[src/rtl/mdio_fm_pkg.sv]
// Package: shared types for the management frame master.
// Assumes: imported by every module of the block.
package mdio_fm_pkg;

    // Sequencer states: waiting, shifting slots, post-frame idle cycle
    typedef enum logic [1:0] {
        ST_IDLE = 2'd0,
        ST_RUN  = 2'd1,
        ST_FIN  = 2'd2
    } fm_state_t;

    // Per-slot control decoded from the slot index
    typedef struct packed {
        logic drive;   // value for the data pin
        logic oe;      // data pin is driven in this slot
        logic sample;  // input is captured at the end of this slot
        logic last;    // final slot of the frame
    } slot_ctl_t;

endpackage

[src/rtl/mdio_div.sv]
// Module: mdio_div
// Makes the slot timing from the system clock. Each slot is a low phase
// followed by a high phase, each HALF_DIV system clocks long.
// Assumes: run is high for the whole frame; dropping run clears the phase.
module mdio_div #(
    parameter int HALF_DIV = 4
) (
    input  logic clk,
    input  logic rst_n,
    input  logic run,
    output logic phase_high,
    output logic slot_end
);
    localparam int CNT_W = (HALF_DIV > 1) ? $clog2(HALF_DIV) : 1;
    localparam logic [CNT_W-1:0] CNT_LAST = CNT_W'(HALF_DIV - 1);

    logic [CNT_W-1:0] cnt_q;
    logic             phase_q;

    // Half-period counter and phase toggle; cleared whenever not running
    always_ff @(posedge clk) begin
        if (!rst_n || !run) begin
            cnt_q   <= '0;
            phase_q <= 1'b0;
        end else if (cnt_q == CNT_LAST) begin
            cnt_q   <= '0;
            phase_q <= ~phase_q;
        end else begin
            cnt_q <= cnt_q + 1'b1;
        end
    end

    // Slot ends on the last system clock of the high phase
    always_comb begin
        phase_high = phase_q;
        slot_end   = run && phase_q && (cnt_q == CNT_LAST);
    end
endmodule

[src/rtl/mdio_slot_map.sv]
// Module: mdio_slot_map
// Purely combinational decoder: slot index plus latched request give the
// data value, drive enable, sample flag and last-slot flag of that slot.
// Assumes: slot never exceeds the last slot of the current frame type.
module mdio_slot_map
    import mdio_fm_pkg::*;
#(
    parameter int PRE_LEN = 32,
    parameter int ADDR_W  = 5,
    parameter int DATA_W  = 16,
    parameter int SLOT_W  = 7
) (
    input  logic [SLOT_W-1:0] slot,
    input  logic              wr,
    input  logic [ADDR_W-1:0] phy,
    input  logic [ADDR_W-1:0] regn,
    input  logic [DATA_W-1:0] wdata,
    output slot_ctl_t         ctl
);
    localparam int OP_END  = PRE_LEN + 4;
    localparam int PHY_END = OP_END + ADDR_W;
    localparam int HDR_END = PHY_END + ADDR_W;
    localparam int RD_LAST = HDR_END + DATA_W + 1;
    localparam int WR_LAST = HDR_END + DATA_W + 2;

    // Slot decode by region: preamble, start, opcode, addresses, payload
    always_comb begin
        int s;
        int off;
        logic [ADDR_W-1:0] a_sh;
        logic [DATA_W-1:0] d_sh;
        s    = int'(slot);
        off  = 0;
        a_sh = '0;
        d_sh = '0;
        ctl  = '0;
        if (s < PRE_LEN) begin
            ctl.oe    = 1'b1;
            ctl.drive = 1'b1;
        end else if (s < PRE_LEN + 2) begin
            ctl.oe    = 1'b1;
            ctl.drive = (s == PRE_LEN + 1);
        end else if (s < OP_END) begin
            ctl.oe    = 1'b1;
            ctl.drive = wr ? (s == PRE_LEN + 3) : (s == PRE_LEN + 2);
        end else if (s < PHY_END) begin
            a_sh      = phy << (s - OP_END);
            ctl.oe    = 1'b1;
            ctl.drive = a_sh[ADDR_W-1];
        end else if (s < HDR_END) begin
            a_sh      = regn << (s - PHY_END);
            ctl.oe    = 1'b1;
            ctl.drive = a_sh[ADDR_W-1];
        end else begin
            off = s - HDR_END;
            if (wr) begin
                if (off >= 2 && off < 2 + DATA_W) begin
                    d_sh      = wdata << (off - 2);
                    ctl.oe    = 1'b1;
                    ctl.drive = d_sh[DATA_W-1];
                end
            end else begin
                ctl.sample = (off >= 1) && (off <= DATA_W);
            end
        end
        ctl.last = wr ? (s == WR_LAST) : (s == RD_LAST);
    end
endmodule

[src/rtl/mdio_frame_master.sv]
// Module: mdio_frame_master (top)
// Runs one clause-22 style management frame per accepted request: the
// preamble, start, opcode, addresses, turnaround and data slots, one
// released trailing slot, one all-low idle cycle, then a done pulse.
// Assumes: mdio_in is already synchronous to clk and is stable across the
// high phase of the management clock.
module mdio_frame_master
    import mdio_fm_pkg::*;
#(
    parameter int HALF_DIV = 4,
    parameter int PRE_LEN  = 32,
    parameter int ADDR_W   = 5,
    parameter int DATA_W   = 16
) (
    input  logic              clk,
    input  logic              rst_n,
    input  logic              req_valid,
    output logic              req_ready,
    input  logic              req_write,
    input  logic [ADDR_W-1:0] req_phy,
    input  logic [ADDR_W-1:0] req_reg,
    input  logic [DATA_W-1:0] req_wdata,
    output logic              rsp_done,
    output logic [DATA_W-1:0] rsp_rdata,
    output logic              mdc,
    output logic              mdio_out,
    output logic              mdio_oe,
    input  logic              mdio_in
);
    localparam int N_WR   = PRE_LEN + 4 + 2 * ADDR_W + DATA_W + 3;
    localparam int SLOT_W = $clog2(N_WR);

    fm_state_t         state_q;
    logic [SLOT_W-1:0] slot_q;
    logic              wr_q;
    logic [ADDR_W-1:0] phy_q;
    logic [ADDR_W-1:0] reg_q;
    logic [DATA_W-1:0] wd_q;
    logic [DATA_W-1:0] cap_q;
    logic [DATA_W-1:0] rdata_q;
    logic              done_q;
    logic              run;
    logic              phase_high;
    logic              slot_end;
    slot_ctl_t         ctl;

    assign run = (state_q == ST_RUN);

    mdio_div #(
        .HALF_DIV(HALF_DIV)
    ) u_div (
        .clk       (clk),
        .rst_n     (rst_n),
        .run       (run),
        .phase_high(phase_high),
        .slot_end  (slot_end)
    );

    mdio_slot_map #(
        .PRE_LEN(PRE_LEN),
        .ADDR_W (ADDR_W),
        .DATA_W (DATA_W),
        .SLOT_W (SLOT_W)
    ) u_map (
        .slot (slot_q),
        .wr   (wr_q),
        .phy  (phy_q),
        .regn (reg_q),
        .wdata(wd_q),
        .ctl  (ctl)
    );

    // Sequencer: take a request, step through slots, idle cycle, done
    always_ff @(posedge clk) begin
        if (!rst_n) begin
            state_q <= ST_IDLE;
            slot_q  <= '0;
            wr_q    <= 1'b0;
            phy_q   <= '0;
            reg_q   <= '0;
            wd_q    <= '0;
            rdata_q <= '0;
            done_q  <= 1'b0;
        end else begin
            done_q <= 1'b0;
            case (state_q)
                ST_IDLE: begin
                    if (req_valid) begin
                        wr_q    <= req_write;
                        phy_q   <= req_phy;
                        reg_q   <= req_reg;
                        wd_q    <= req_wdata;
                        slot_q  <= '0;
                        state_q <= ST_RUN;
                    end
                end
                ST_RUN: begin
                    if (slot_end) begin
                        if (ctl.last) begin
                            state_q <= ST_FIN;
                        end else begin
                            slot_q <= slot_q + 1'b1;
                        end
                    end
                end
                ST_FIN: begin
                    state_q <= ST_IDLE;
                    done_q  <= 1'b1;
                    if (!wr_q) begin
                        rdata_q <= cap_q;
                    end
                end
                default: state_q <= ST_IDLE;
            endcase
        end
    end

    // Input capture: shift in one bit at the end of each sampling slot
    always_ff @(posedge clk) begin
        if (!rst_n) begin
            cap_q <= '0;
        end else if (slot_end && ctl.sample) begin
            cap_q <= {cap_q[DATA_W-2:0], mdio_in};
        end
    end

    // Pin and handshake outputs, all low outside a running frame
    always_comb begin
        mdc       = run && phase_high;
        mdio_out  = run && ctl.drive;
        mdio_oe   = run && ctl.oe;
        req_ready = (state_q == ST_IDLE);
        rsp_done  = done_q;
        rsp_rdata = rdata_q;
    end
endmodule

[config.mk]
export PLATFORM = sky130hd
export DESIGN_NAME = mdio_frame_master
export DESIGN_NICKNAME = d
export VERILOG_FILES = /design/src/rtl/mdio_fm_pkg.sv /design/src/rtl/mdio_div.sv /design/src/rtl/mdio_slot_map.sv /design/src/rtl/mdio_frame_master.sv
export SDC_FILE = /design/constraint.sdc
export NUM_CORES = 1
export LEC_CHECK = 0
export ABC_CLOCK_PERIOD_IN_PS = 3220
export BUFFER_PORTS_ARGS = -buffer_cell sky130_fd_sc_hd__buf_2
export CORE_MARGIN = 1.5
export CORE_UTILIZATION = 55
export DETAILED_ROUTE_END_ITERATION = 8
export GPL_TIMING_DRIVEN = 0
export HOLD_SLACK_MARGIN = 0.1
export PLACE_DENSITY_LB_ADDON = 0.08
export SLEW_MARGIN = 20
export SYNTH_ARGS = -nofsm -noshare
export SYNTH_HDL_FRONTEND = slang
export SYNTH_HIERARCHICAL = 1
export SYNTH_SLANG_ARGS = --single-unit
[constraint.sdc]
create_clock -name clk -period 3.22 [get_ports clk]
set_input_delay 0.161 -clock clk [delete_from_list [all_inputs] [get_ports clk]]
set_output_delay 0.161 -clock clk [all_outputs]
set_load 0.005 [all_outputs]
; ---- Yosys cells after proc, flatten, opt, wreduce, memory -nomap -nowiden
; Index checks and enable logic that the tools add are counted.
[totals]
reg_bits = 72
in_bits = 31
output_inout_bits = 21
elab_cells = 84
[op_classes]
n_addsub = 6
n_lt_le_gt_ge = 9
eq_ne = 12
shifts = 3
muxes = 24
n_bitwise = 2
n_reduce_logical = 17
[op_table]
columns = cell, n
row1 = $shl A5 B32 Y5, 2
row2 = $eq A7 B7 Y1 const B, 5
row3 = $lt A7 B6 Y1 const B, 5
row4 = $ge A32 B2 Y1 const B, 1
row5 = $ge A32 B3 Y1 const B, 1
row6 = $le A32 B6 Y1 const B, 1
row7 = $lt A32 B6 Y1 const B, 1
row8 = $shl A16 B32 Y16, 1
row9 = $sub A32 B3 Y32 const B, 1
row10 = $sub A7 B6 Y8 const B, 3
row11 = $mux W7, 3
row12 = $mux W2, 10
row13 = $pmux W7 S2, 1
row14 = $mux W1, 9
row15 = $add A7 B1 Y7 const B, 1
row16 = $logic_and A1 B1 Y1, 7
row17 = $eq A2 B2 Y1 const B, 2
row18 = $ne A2 B1 Y1 const B, 2
row19 = $ne A2 B2 Y1 const B, 2
row20 = $pmux W2 S2, 1
row21 = $reduce_and A2 Y1, 2
row22 = $reduce_and A4 Y1, 1
row23 = $reduce_and A3 Y1, 1
row24 = $add A2 B1 Y2 const B, 1
row25 = other kinds (7), 9

; ---- Depth between registers and ports, before layout
; Gate-level depths: netlist of the first run.
[logic_depth]
word_depth = 11
depth_mapped = 13
ltp_nobuf = 9

; ---- Cells and area by module
; Netlist of the first run, hierarchy kept.
[modules_own_cells]
columns = module, instances, cells_per_inst, area_each_um2, seq_area_each_um2
row1 = mdio_frame_master, 1, 310, 2647.5, 1381.3
row2 = mdio_slot_map, 1, 114, 875.8, 0.0
row3 = mdio_div, 1, 11, 128.9, 60.1

; ---- Least setup slack after synthesis of the first run
; Ideal clock, no wire load.
[synth_path]
kind = register -> output
start = register slot_q[1]
end = output port mdio_out
arrival_time_ps = 2533
path_slack_ps = 526
stages_incl_launch_ff = 10
n_path_buf = 2
path_cell_list = dfxtp_1 buf_2 inv_1 ha_1 buf_6 mux4_1 mux4_2 nand4_2 a21oi_2 and2_1
[synth_lines]
columns = item, line_no
row1 = "start, declared", mdio_frame_master.sv:34  ; logic [SLOT_W-1:0] slot_q;
row2 = "start signal, assigned", mdio_frame_master.sv:102  ; slot_q <= slot_q + 1'b1;
row3 = "end, declared", mdio_frame_master.sv:26  ; output logic mdio_out,

==> flow_metrics.py, run 1 <==
metrics = {
    "outcome": {
        "outcome": "finished, final reports clean",
    },
    "worst_setup_path": {
        "worst-endpoint-required_ns": 3.06,
        "cp_slowest_cell": "sky130_fd_sc_hd__mux4_1",
        "critPathCaptureType": "primary output",
        "worst-setup-path-type": "reg -> out",
        "critical-path-top-delay-family": "multiplexers",
        "slowest_delay_ns": 0.56,
        "r2r-start": "slot_q[1]",
        "r2r-end": "cap_q[13]",
        "cpMostUsedCell": "sky130_fd_sc_hd__buf_6",
        "timing.critical_path.buf_inv": 4,
        "regToRegSetupSlack_ns": 0.37,
        "worstPathMaxFanout": 10,
        "cp_data_arrival_time_ns": 2.92,
        "worst_path_cell_trace": "buf_6, inv_1, ha_1, buf_6, mux4_1, mux4_2, nand4_2, a21oi_2, and2_1, buf_2",
        "startpoint": "slot_q[1]",
        "worst_setup_path_start_kind": "flip-flop",
        "timing.reg2reg.worst_path_depth": 12,
    },
    "final_layout": {
        "layout.cells.most_common": "sky130_fd_sc_hd__nand2_1",
        "finalInstanceArea_mm2": 0.004519,
        "seqCellArea_mm2": 0.001449,
        "post_route_cells_drive_above_1_share_pct": 18.08,
        "fillerInstances": 525,
        "area_growth_syn_to_layout_pct": 23.74,
        "area_of_the_multi_input_gates_mm2": 0.002067,
        "num_antenna_cells": 0,
        "most-common-layout-cells": "sky130_fd_sc_hd__nand2_1, sky130_fd_sc_hd__dfxtp_1, sky130_fd_sc_hd__buf_2",
        "finalNetCount": 572,
    },
    "floorplanning": {
        "floorplan.die.height_um": 84.49,
        "core.rowCount": 29,
        "floorplan.die_area_mm2": 0.007139,
        "design.portCount": 52,
        "initial_utilization_pct": 57.19,
        "die_width_um": 84.49,
        "core_mm2": 0.006386,
    },
    "sta": {
        "drv_slew": 0,
        "period_needed_ns": 3.083,
        "final.setup.worst_slack_ns": 0.1373,
        "setup_viol": 0,
        "max_freq_mhz": 324.4,
        "fin_crit_sh_pct": 95.74,
        "rsz0062_at_grt": "no",
        "worst_pin_slew_ns": 0.4991,
        "finalHoldViolations": 0,
        "finClkSkew_ns": 0.01357,
        "maxSlewHeadroom_pct": 66.72,
    },
    "clock_network": {
        "numCtsBuffers": 9,
        "post_cts_clock_slew_at_the_launch_and_capture_registers_of_the_worst_setup_and_hold_paths_ns": 0.08,
        "cts.sink_count": 72,
        "worstSkewPairLatency_ns": 0.35,
        "max-clock-path-buffers": 2,
        "cts_max_level": 3,
        "cts.root.buffer_cell": "sky130_fd_sc_hd__clkbuf_8",
        "cts_tree": "done",
    },
    "synth": {
        "yosys.cell_types.count": 52,
        "yosysWarningCount": 6,
        "number_of_cells_produced_by_synthesis": 435,
        "syn-cell-area_mm2": 0.003652,
        "ys_ff_latch": 72,
        "synth_enable_flop_cells": 0,
        "synthesis.area_per_instance_um2": 8.396,
        "post-synth-top-area-cell": "sky130_fd_sc_hd__dfxtp_1",
        "share_of_yosys_cell_area_claimed_by_the_top_area_cell_type_pct": 39.47,
        "async_reset_ff_share_pct": 0,
        "ys_dominant_reg_cell": "sky130_fd_sc_hd__dfxtp_1",
        "postSynthNetCount": 481,
        "synth_area_leaders": "sky130_fd_sc_hd__dfxtp_1, sky130_fd_sc_hd__nand2_1, sky130_fd_sc_hd__a21boi_0",
        "synth_sequential_area_ratio_pct": 39.47,
    },
    "placed_design": {
        "detailedPlace.worstSlack_ns": -0.2098,
        "place.port_buffers": 51,
        "dp_hpwl_um": 6074,
        "place.gp.congestion": 0.9171,
        "dpl_cell_area_mm2": 0.004004,
    },
    "global_route": {
        "wire_length_of_the_first_global_routing_pass_um": 15300,
        "largest_net_degree_at_the_start_of_global_routing": 14,
        "grt-ovfl-total": 0,
        "antenna_found_initial": 0,
        "first_global_vias": 3286,
        "grtUsageTotal_pct": 26.77,
    },
    "worst_hold_path": {
        "min-delay-start": "rst_n",
        "hold_depth": 3,
        "timing.hold.worst_endpoint": "u_div/cnt_q[0]",
        "timing.hold.worst.class": "in -> reg",
    },
    "pwr": {
        "leakage_nw": 1.751,
        "p_per_cell_area_mw_per_mm2": 398.4,
        "total_power_mw": 1.801,
        "max-vdd-ir-drop_uv": 309.0,
    },
    "route": {
        "detailroute.via_count": 3318,
        "drc": 0,
        "detail-route-antenna-nets": 0,
        "drtPass1Iterations": 4,
        "initial_drc_count": 169,
        "detail_route.wirelength_um": 9051,
        "route.detailed.vias_per_inst": 5.457,
        "average_wire_length_per_cell_after_detail_routing_um": 14.89,
    },
    "job": {
        "drv_cap": 0,
    },
}
==> repair_timing <==
item | CTS | global route
buffers inserted | 0 | 2
gates resized for setup | 5 | 4
setup endpoints to repair | 11 | 11
hold buffers | 28 | 0
endpoints found under the hold margin | 28 | 0
==> stage by stage <==
step                instances  util (%)  hold slack [ns]  setup TNS, ns
CTS                       607     70.44           0.1209              0
floorplan                 435         -           0.2958              0
global route              608     70.77           0.1204              0
global placement          563     62.70           0.4031         -1.507
finish                    608     70.77           0.1280              0
detailed placement        563     62.70           0.4072         -1.668
==> worst reg2reg max path, cell delays in order, from the launching register on <==
cell and delay [ns]:
sky130_fd_sc_hd__dfxtp_4 0.37, sky130_fd_sc_hd__buf_4 0.17, sky130_fd_sc_hd__ha_1 0.30, sky130_fd_sc_hd__xor2_1 0.33
sky130_fd_sc_hd__nor2_1 0.15, sky130_fd_sc_hd__a31oi_1 0.19, sky130_fd_sc_hd__a31oi_1 0.07, sky130_fd_sc_hd__nor4_2 0.22
sky130_fd_sc_hd__and2_1 0.17, sky130_fd_sc_hd__clkbuf_1 0.27, sky130_fd_sc_hd__clkbuf_2 0.29, sky130_fd_sc_hd__nand2_1 0.09
sky130_fd_sc_hd__a21boi_0 0.16
==> logic make-up after synthesis <==
kind of cell             share of synthesized area, %
AND/OR/NAND/NOR                                 24.02
flip-flops                                      39.47
AO/OA/AOI/OAI                                   19.97
buffers and inverters                           4.111
adder cells (fa/ha/maj)                         5.139
XOR/XNOR                                        2.398
multiplexers                                    4.899
==> worst max-delay path by stage <==
stage / slack (ns) / depth (start not counted) / to
floorplan: 0.53 / 9 / mdio_out
global placement: -0.18 / 12 / cap_q[9]
detailed placement: -0.21 / 12 / cap_q[13]
CTS: 0.04 / 10 / mdio_out
global route: 0.02 / 10 / mdio_out
finish: 0.14 / 10 / mdio_out
==> sequential cells by signal (all words and copies together) (netlist names) <==
| register | flops |
|---|---|
| rsp_rdata | 16 |
| wr_q | 1 |
| u_div/cnt_q | 2 |
| slot_q | 7 |
| wd_q | 16 |
| rsp_done | 1 |
| u_div/phase_high | 1 |
| state_q | 2 |
| phy_q | 5 |
| cap_q | 16 |
| reg_q | 5 |
==> per-layer routing <==
metal  GRT usage [%]  vias to the layer above  routed length [um]
met3           5.703                       15                 388
met4           11.14                        0                 168
met1           35.34                     1551                4187
li1                -                     1670                   -
met2           42.71                       82                4306
met5               0                        -                   0
==> power breakdown <==
part | switching (mW) | internal, mW | leakage [nW]
clock | 0.349 | 0.382 | 0.103
sequential | 0.0154 | 0.910 | 0.586
combinational | 0.0693 | 0.0746 | 1.06
==> synthesized netlist by cell type, drive strengths merged, types with 2 or more instances <==
cell type,count
mux4,6
inv,9
a21boi,63
or3,3
o21ai,8
xnor2,5
ha,15
nand2,130
buf,9
nand2b,4
and4,2
clkbuf,17
and2,8
o31ai,4
a31oi,4
nor3b,3
nor3,6
nand3,7
mux2,2
dfxtp,72
nor4,2
xor2,5
nand4,2
o211ai,4
or3b,2
nor2b,4
nor2,13
a21oi,12
==> cell type report <==
type                            instances  share of cell area (%)
Timing Repair Buffer                   81                   12.18
Tap cell                               77                   2.132
Sequential cell                        72                   32.06
Inverter                                9                  0.7475
Clock buffer                           10                   3.045
Buffer                                 25                   2.658
Clock inverter                          6                   1.440
Multi-Input combinational cell        328                   45.74
No activity file was read; power rests on OpenSTA's default activity.
==> inputs of run 2 (changes only) <==
- CORE_UTILIZATION: 55 -> 45
==> run 2 against run 1 <==
Compared with the run above: register-to-register slack worse by 0.18 ns; combinational power is essentially flat; core utilization down 12 points; die area increased by 21%; clock skew shrank 0.0062 ns; global-route usage is 4.5 points lower; critical path type unchanged; critical endpoint unchanged; largest cell class unchanged; largest power group unchanged; highest routed layer unchanged.
==> flow_metrics.py, run 2 (synthesis results as in run 1) <==
metrics = {
    "sta": {
        "setup_total_negative_slack_ns": 0,
        "fin_crit_sh_pct": 96.46,
        "setup_viol": 0,
        "period_needed_ns": 3.106,
        "max_freq_mhz": 321.9,
        "worst_pin_slew_ns": 0.5098,
        "final.setup.worst_slack_ns": 0.1139,
        "finClkSkew_ns": 0.007401,
        "hold_ws_ns": 0.1298,
        "drv_slew": 0,
        "finalHoldViolations": 0,
        "maxSlewHeadroom_pct": 66.01,
        "rsz0062_at_grt": "no",
    },
    "outcome": {
        "outcome": "finished, final reports clean",
    },
    "clock_network": {
        "max-clock-path-buffers": 2,
        "worstSkewPairLatency_ns": 0.35,
        "cts.root.buffer_cell": "sky130_fd_sc_hd__clkbuf_8",
        "cts_tree": "done",
        "cts.sink_count": 72,
        "cts_max_level": 3,
        "post_cts_clock_slew_at_the_launch_and_capture_registers_of_the_worst_setup_and_hold_paths_ns": 0.08,
        "numCtsBuffers": 9,
    },
    "pwr": {
        "leakage_nw": 1.782,
        "p_per_cell_area_mw_per_mm2": 400.7,
        "max-vdd-ir-drop_uv": 274.3,
    },
    "floorplanning": {
        "floorplan.die.height_um": 93.09,
        "die_width_um": 93.09,
        "floorplan.die_area_mm2": 0.008666,
        "core.rowCount": 32,
        "core_mm2": 0.007807,
        "initial_utilization_pct": 46.78,
        "design.portCount": 52,
    },
    "route": {
        "average_wire_length_per_cell_after_detail_routing_um": 14.03,
        "detailroute.via_count": 3308,
        "drtPass1Iterations": 4,
        "detail-route-antenna-nets": 0,
        "detail_route.wirelength_um": 8965,
        "initial_drc_count": 133,
        "drc": 0,
        "route.detailed.vias_per_inst": 5.177,
    },
    "final_layout": {
        "fillerInstances": 729,
        "post_route_cells_drive_above_1_share_pct": 18.81,
        "area_growth_syn_to_layout_pct": 26.55,
        "num_antenna_cells": 0,
        "area_of_the_multi_input_gates_mm2": 0.002067,
        "most-common-layout-cells": "sky130_fd_sc_hd__nand2_1, sky130_fd_sc_hd__dfxtp_1, sky130_fd_sc_hd__buf_2",
        "seqCellArea_mm2": 0.001449,
        "finish.utilization_pct": 59.20,
        "finalNetCount": 578,
        "layout.cells.most_common": "sky130_fd_sc_hd__nand2_1",
    },
    "worst_setup_path": {
        "startpoint": "slot_q[1]",
        "worst-setup-path-type": "reg -> out",
        "worst_setup_path_start_kind": "flip-flop",
        "timing.reg2reg.worst_path_depth": 14,
        "cp_data_arrival_time_ns": 2.95,
        "regToRegSetupSlack_ns": 0.19,
        "worstPathMaxFanout": 10,
        "critPathCaptureType": "primary output",
        "worst-endpoint-required_ns": 3.06,
        "r2r-start": "slot_q[1]",
        "r2r-end": "cap_q[11]",
    },
    "placed_design": {
        "place.gp.congestion": 0.8670,
        "place.port_buffers": 51,
        "dp_hpwl_um": 6126,
        "detailedPlace.worstSlack_ns": -0.2208,
    },
    "global_route": {
        "largest_net_degree_at_the_start_of_global_routing": 14,
        "wire_length_of_the_first_global_routing_pass_um": 15130,
        "antenna_found_initial": 0,
        "grt-ovfl-total": 0,
        "grtUsageTotal_pct": 22.22,
        "first_global_vias": 3239,
    },
    "worst_hold_path": {
        "timing.hold.worst.class": "in -> reg",
        "hold_depth": 3,
        "timing.hold.worst_endpoint": "u_div/cnt_q[1]",
        "min-delay-start": "rst_n",
    },
    "job": {
        "drv_cap": 0,
    },
}
==> run 2: stage by stage <==
stage	cell area [um^2]	instances	power [mW]
5_1_grt	4622	639	1.923
3_5_place_dp	4035	588	1.063
4_1_cts	4594	637	1.866
3_3_place_gp	4035	588	1.060
6_report	4622	639	1.852
2_1_floorplan	3652	435	1.013
==> run 2: how the worst max path moves through the flow <==
| stage | endpoint | cells past startpoint |
|---|---|---|
| after floorplan | mdio_out | 9 |
| after global placement | cap_q[10] | 12 |
| after detailed placement | cap_q[12] | 12 |
| after CTS | mdio_out | 9 |
| after global routing | mdio_out | 10 |
| final | mdio_out | 10 |
==> run 2: worst max-delay path, cell delays in order (launching register included) <==
cell and delay (ns):
sky130_fd_sc_hd__dfxtp_4 0.36, sky130_fd_sc_hd__buf_6 0.15, sky130_fd_sc_hd__clkinvlp_4 0.11, sky130_fd_sc_hd__ha_1 0.30, sky130_fd_sc_hd__buf_6 0.13, sky130_fd_sc_hd__mux4_1 0.58
sky130_fd_sc_hd__mux4_2 0.52, sky130_fd_sc_hd__nand4_2 0.13, sky130_fd_sc_hd__a21oi_2 0.07, sky130_fd_sc_hd__and2_1 0.13, sky130_fd_sc_hd__buf_2 0.12
==> run 2: timing repair <==
item / in CTS / in global routing
resized for setup: 7 / 2
hold endpoints to repair: 28 / 0
endpoints found under the setup margin: 11 / 11
hold buffers: 28 / 0
buffers inserted: 5 / 3
==> run 2: final cells by class <==
class | instances | share of cell area (%)
tap | 102 | 2.761
timing repair buffer | 87 | 13.16
sequential | 72 | 31.35
clock inverter | 5 | 1.760
multi-input combinational | 328 | 44.72
inverter | 9 | 0.8121
clock buffer | 11 | 2.842
buffer | 25 | 2.599
==> run 2: where the power goes <==
part           leakage, nW  total [mW]  switching, mW  internal, mW
registers            0.586       0.925         0.0143         0.910
logic                 1.09       0.141         0.0665        0.0744
clock network        0.104       0.786          0.349         0.437
total                 1.78        1.85          0.430          1.42
==> run 2: layer usage <==
layer / up-vias / wire length [um] / track usage (%)
met5: - / 0 / 0
met2: 86 / 4076 / 36.07
met3: 13 / 409 / 4.797
li1: 1676 / - / -
met4: 0 / 173 / 8.207
met1: 1533 / 4305 / 28.91
==> inputs of run 3 (changes only) <==
--- a/constraint.sdc
+++ b/constraint.sdc
@@ -3,2 +3,2 @@
 set_output_delay 0.161 -clock clk [all_outputs]
-set_load 0.005 [all_outputs]
+set_load 0.1 [all_outputs]
==> run 3 against run 2 <==
Compared with the run above: combinational power rose by 19%; non-clock buffer count fell by 3; clock power barely moved; count of clock-buffer cells in the layout did not move; clock skew rose by 0.00056 ns; die area did not move; hold slack improved by 0.0019 ns; sequential power barely moved; power rose by 1.5%; via count fell by 0.97%; setup slack got worse by 0.0023 ns; maximum frequency barely moved; critical endpoint unchanged; largest power group unchanged; highest routed layer unchanged.
==> flow_metrics.py, run 3 (synthesis results as in run 1) <==
metrics = {
    "outcome": {
        "outcome": "finished, final reports clean",
    },
    "sta": {
        "hold_ws_ns": 0.1317,
        "finalHoldViolations": 0,
        "max_freq_mhz": 321.7,
        "fin_crit_sh_pct": 96.53,
        "period_needed_ns": 3.108,
        "setup_viol": 0,
        "drv_slew": 0,
        "maxSlewHeadroom_pct": 65.94,
        "rsz0062_at_grt": "no",
        "worst_pin_slew_ns": 0.5109,
        "finClkSkew_ns": 0.007958,
    },
    "worst_setup_path": {
        "worst-endpoint-required_ns": 3.06,
        "worst_setup_path_start_kind": "flip-flop",
        "worst_path_cell_trace": "buf_8, clkinvlp_4, ha_1, buf_6, mux4_1, mux4_2, nand4_4, a21oi_2, and2_1, buf_8",
        "timing.critical_path.buf_inv": 4,
        "cp_data_arrival_time_ns": 2.95,
        "cp_slowest_cell": "sky130_fd_sc_hd__mux4_1",
        "slowest_delay_ns": 0.54,
        "critical-path-top-delay-family": "multiplexers",
        "worstPathMaxFanout": 10,
        "worst-setup-path-type": "reg -> out",
        "critPathCaptureType": "primary output",
        "cpMostUsedCell": "sky130_fd_sc_hd__buf_8",
    },
    "route": {
        "drtPass1Iterations": 5,
        "average_wire_length_per_cell_after_detail_routing_um": 14.05,
        "detailroute.via_count": 3276,
        "detail_route.wirelength_um": 8938,
        "route.detailed.vias_per_inst": 5.151,
        "drc": 0,
        "detail-route-antenna-nets": 0,
        "initial_drc_count": 147,
    },
    "final_layout": {
        "finalNetCount": 575,
        "most-common-layout-cells": "sky130_fd_sc_hd__nand2_1, sky130_fd_sc_hd__dfxtp_1, sky130_fd_sc_hd__buf_2",
        "finalInstanceArea_mm2": 0.004613,
        "post_route_cells_drive_above_1_share_pct": 19.10,
        "post_layout_nonfiller_instances": 636,
        "area_growth_syn_to_layout_pct": 26.31,
        "num_antenna_cells": 0,
        "layout.cells.most_common": "sky130_fd_sc_hd__nand2_1",
    },
    "clock_network": {
        "post_cts_clock_slew_at_the_launch_and_capture_registers_of_the_worst_setup_and_hold_paths_ns": 0.08,
        "numCtsBuffers": 9,
        "max-clock-path-buffers": 2,
        "cts.sink_count": 72,
        "cts_max_level": 3,
        "cts.root.buffer_cell": "sky130_fd_sc_hd__clkbuf_8",
        "worstSkewPairLatency_ns": 0.35,
        "cts_tree": "done",
    },
    "global_route": {
        "first_global_vias": 3220,
        "largest_net_degree_at_the_start_of_global_routing": 14,
        "wire_length_of_the_first_global_routing_pass_um": 15030,
        "grt-ovfl-total": 0,
        "antenna_found_initial": 0,
        "grtUsageTotal_pct": 22.03,
    },
    "pwr": {
        "netSwitchingPower_mw": 0.4544,
        "power_frac_comb_pct": 8.9,
        "total_power_mw": 1.879,
        "power_report.internal_total_mw": 1.425,
        "p_per_cell_area_mw_per_mm2": 407.4,
        "clkPwrFrac_pct": 41.9,
        "p_seq_share_pct": 49.2,
        "sw_frac_of_total_pct": 24.18,
        "max-vdd-ir-drop_uv": 275.5,
        "leakage_nw": 1.758,
    },
    "floorplanning": {
        "core.rowCount": 32,
        "design.portCount": 52,
        "initial_utilization_pct": 46.78,
        "die_width_um": 93.09,
        "floorplan.die_area_mm2": 0.008666,
        "core_mm2": 0.007807,
        "floorplan.die.height_um": 93.09,
    },
    "worst_hold_path": {
        "timing.hold.worst.class": "in -> reg",
    },
    "placed_design": {
        "dpl_cell_area_mm2": 0.004035,
        "dp_hpwl_um": 6126,
        "place.port_buffers": 51,
        "post-place-cells": 588,
        "place.gp.congestion": 0.8670,
    },
    "job": {
        "drv_cap": 0,
    },
}
==> run 3: area by class of cell <==
| type | count | area, um^2 |
|---|---|---|
| multi-input cells | 328 | 2073 |
| plain buffers | 25 | 126.4 |
| fillers | 724 | 3194 |
| repair buffers | 84 | 585.6 |
| clock buffers | 11 | 131.4 |
| inverters | 9 | 37.54 |
| flip-flops and latches | 72 | 1450 |
| well taps | 102 | 127.6 |
| clock inverters | 5 | 81.33 |
==> run 3: layer usage <==
layer  routed length, um  track usage (%)
met5                   0                0
met4                 121            7.323
met3                 398            4.146
met2                4103            36.01
met1                4314            29.16
==> run 3: power groups by stage <==
stage                     Combinational (mW)  Sequential, mW  Clock, mW
final                                  0.168           0.925      0.786
after floorplan                       0.0933           0.943          0
after CTS                              0.165           0.925      0.798
after detailed placement               0.139           0.947          0
after global routing                   0.185           0.928      0.835
after global placement                 0.136           0.947          0
==> run 3: what timing repair did <==
action	in CTS	in global routing
endpoints found under the hold margin	28	0
gates resized for setup	10	10
hold buffers	28	0
setup endpoints to repair	12	12
setup buffers	2	3
==> run 3: metrics by stage <==
| stage | setup TNS [ns] | worst slack, ns | util (%) |
|---|---|---|---|
| floorplan | 0 | 0.1986 | - |
| global placement | -2.181 | -0.2251 | 51.68 |
| detailed placement | -2.209 | -0.2208 | 51.68 |
| CTS | 0 | 0.02146 | 58.48 |
| global route | 0 | 0.001297 | 59.09 |
| finish | 0 | 0.1116 | 59.09 |
==> run 3: final timing paths <==
| check | startpoint | slack [ns] | endpoint | depth (start not counted) |
|---|---|---|---|---|
| worst max register to register | slot_q[3] | 0.29 | cap_q[11] | 10 |
| worst min-delay path | rst_n | 0.13 | u_div/cnt_q[1] | 3 |
| worst min register to register | rsp_rdata[5] | 0.45 | rsp_rdata[5] | 2 |
| worst max-delay path | slot_q[1] | 0.11 | mdio_out | 10 |
==> run 3: worst min-delay path, delay by kind of cell <==
kind | cells | cell delay (ns)
buf+inv | 1 | 0.14
simple gates | 2 | 0.14
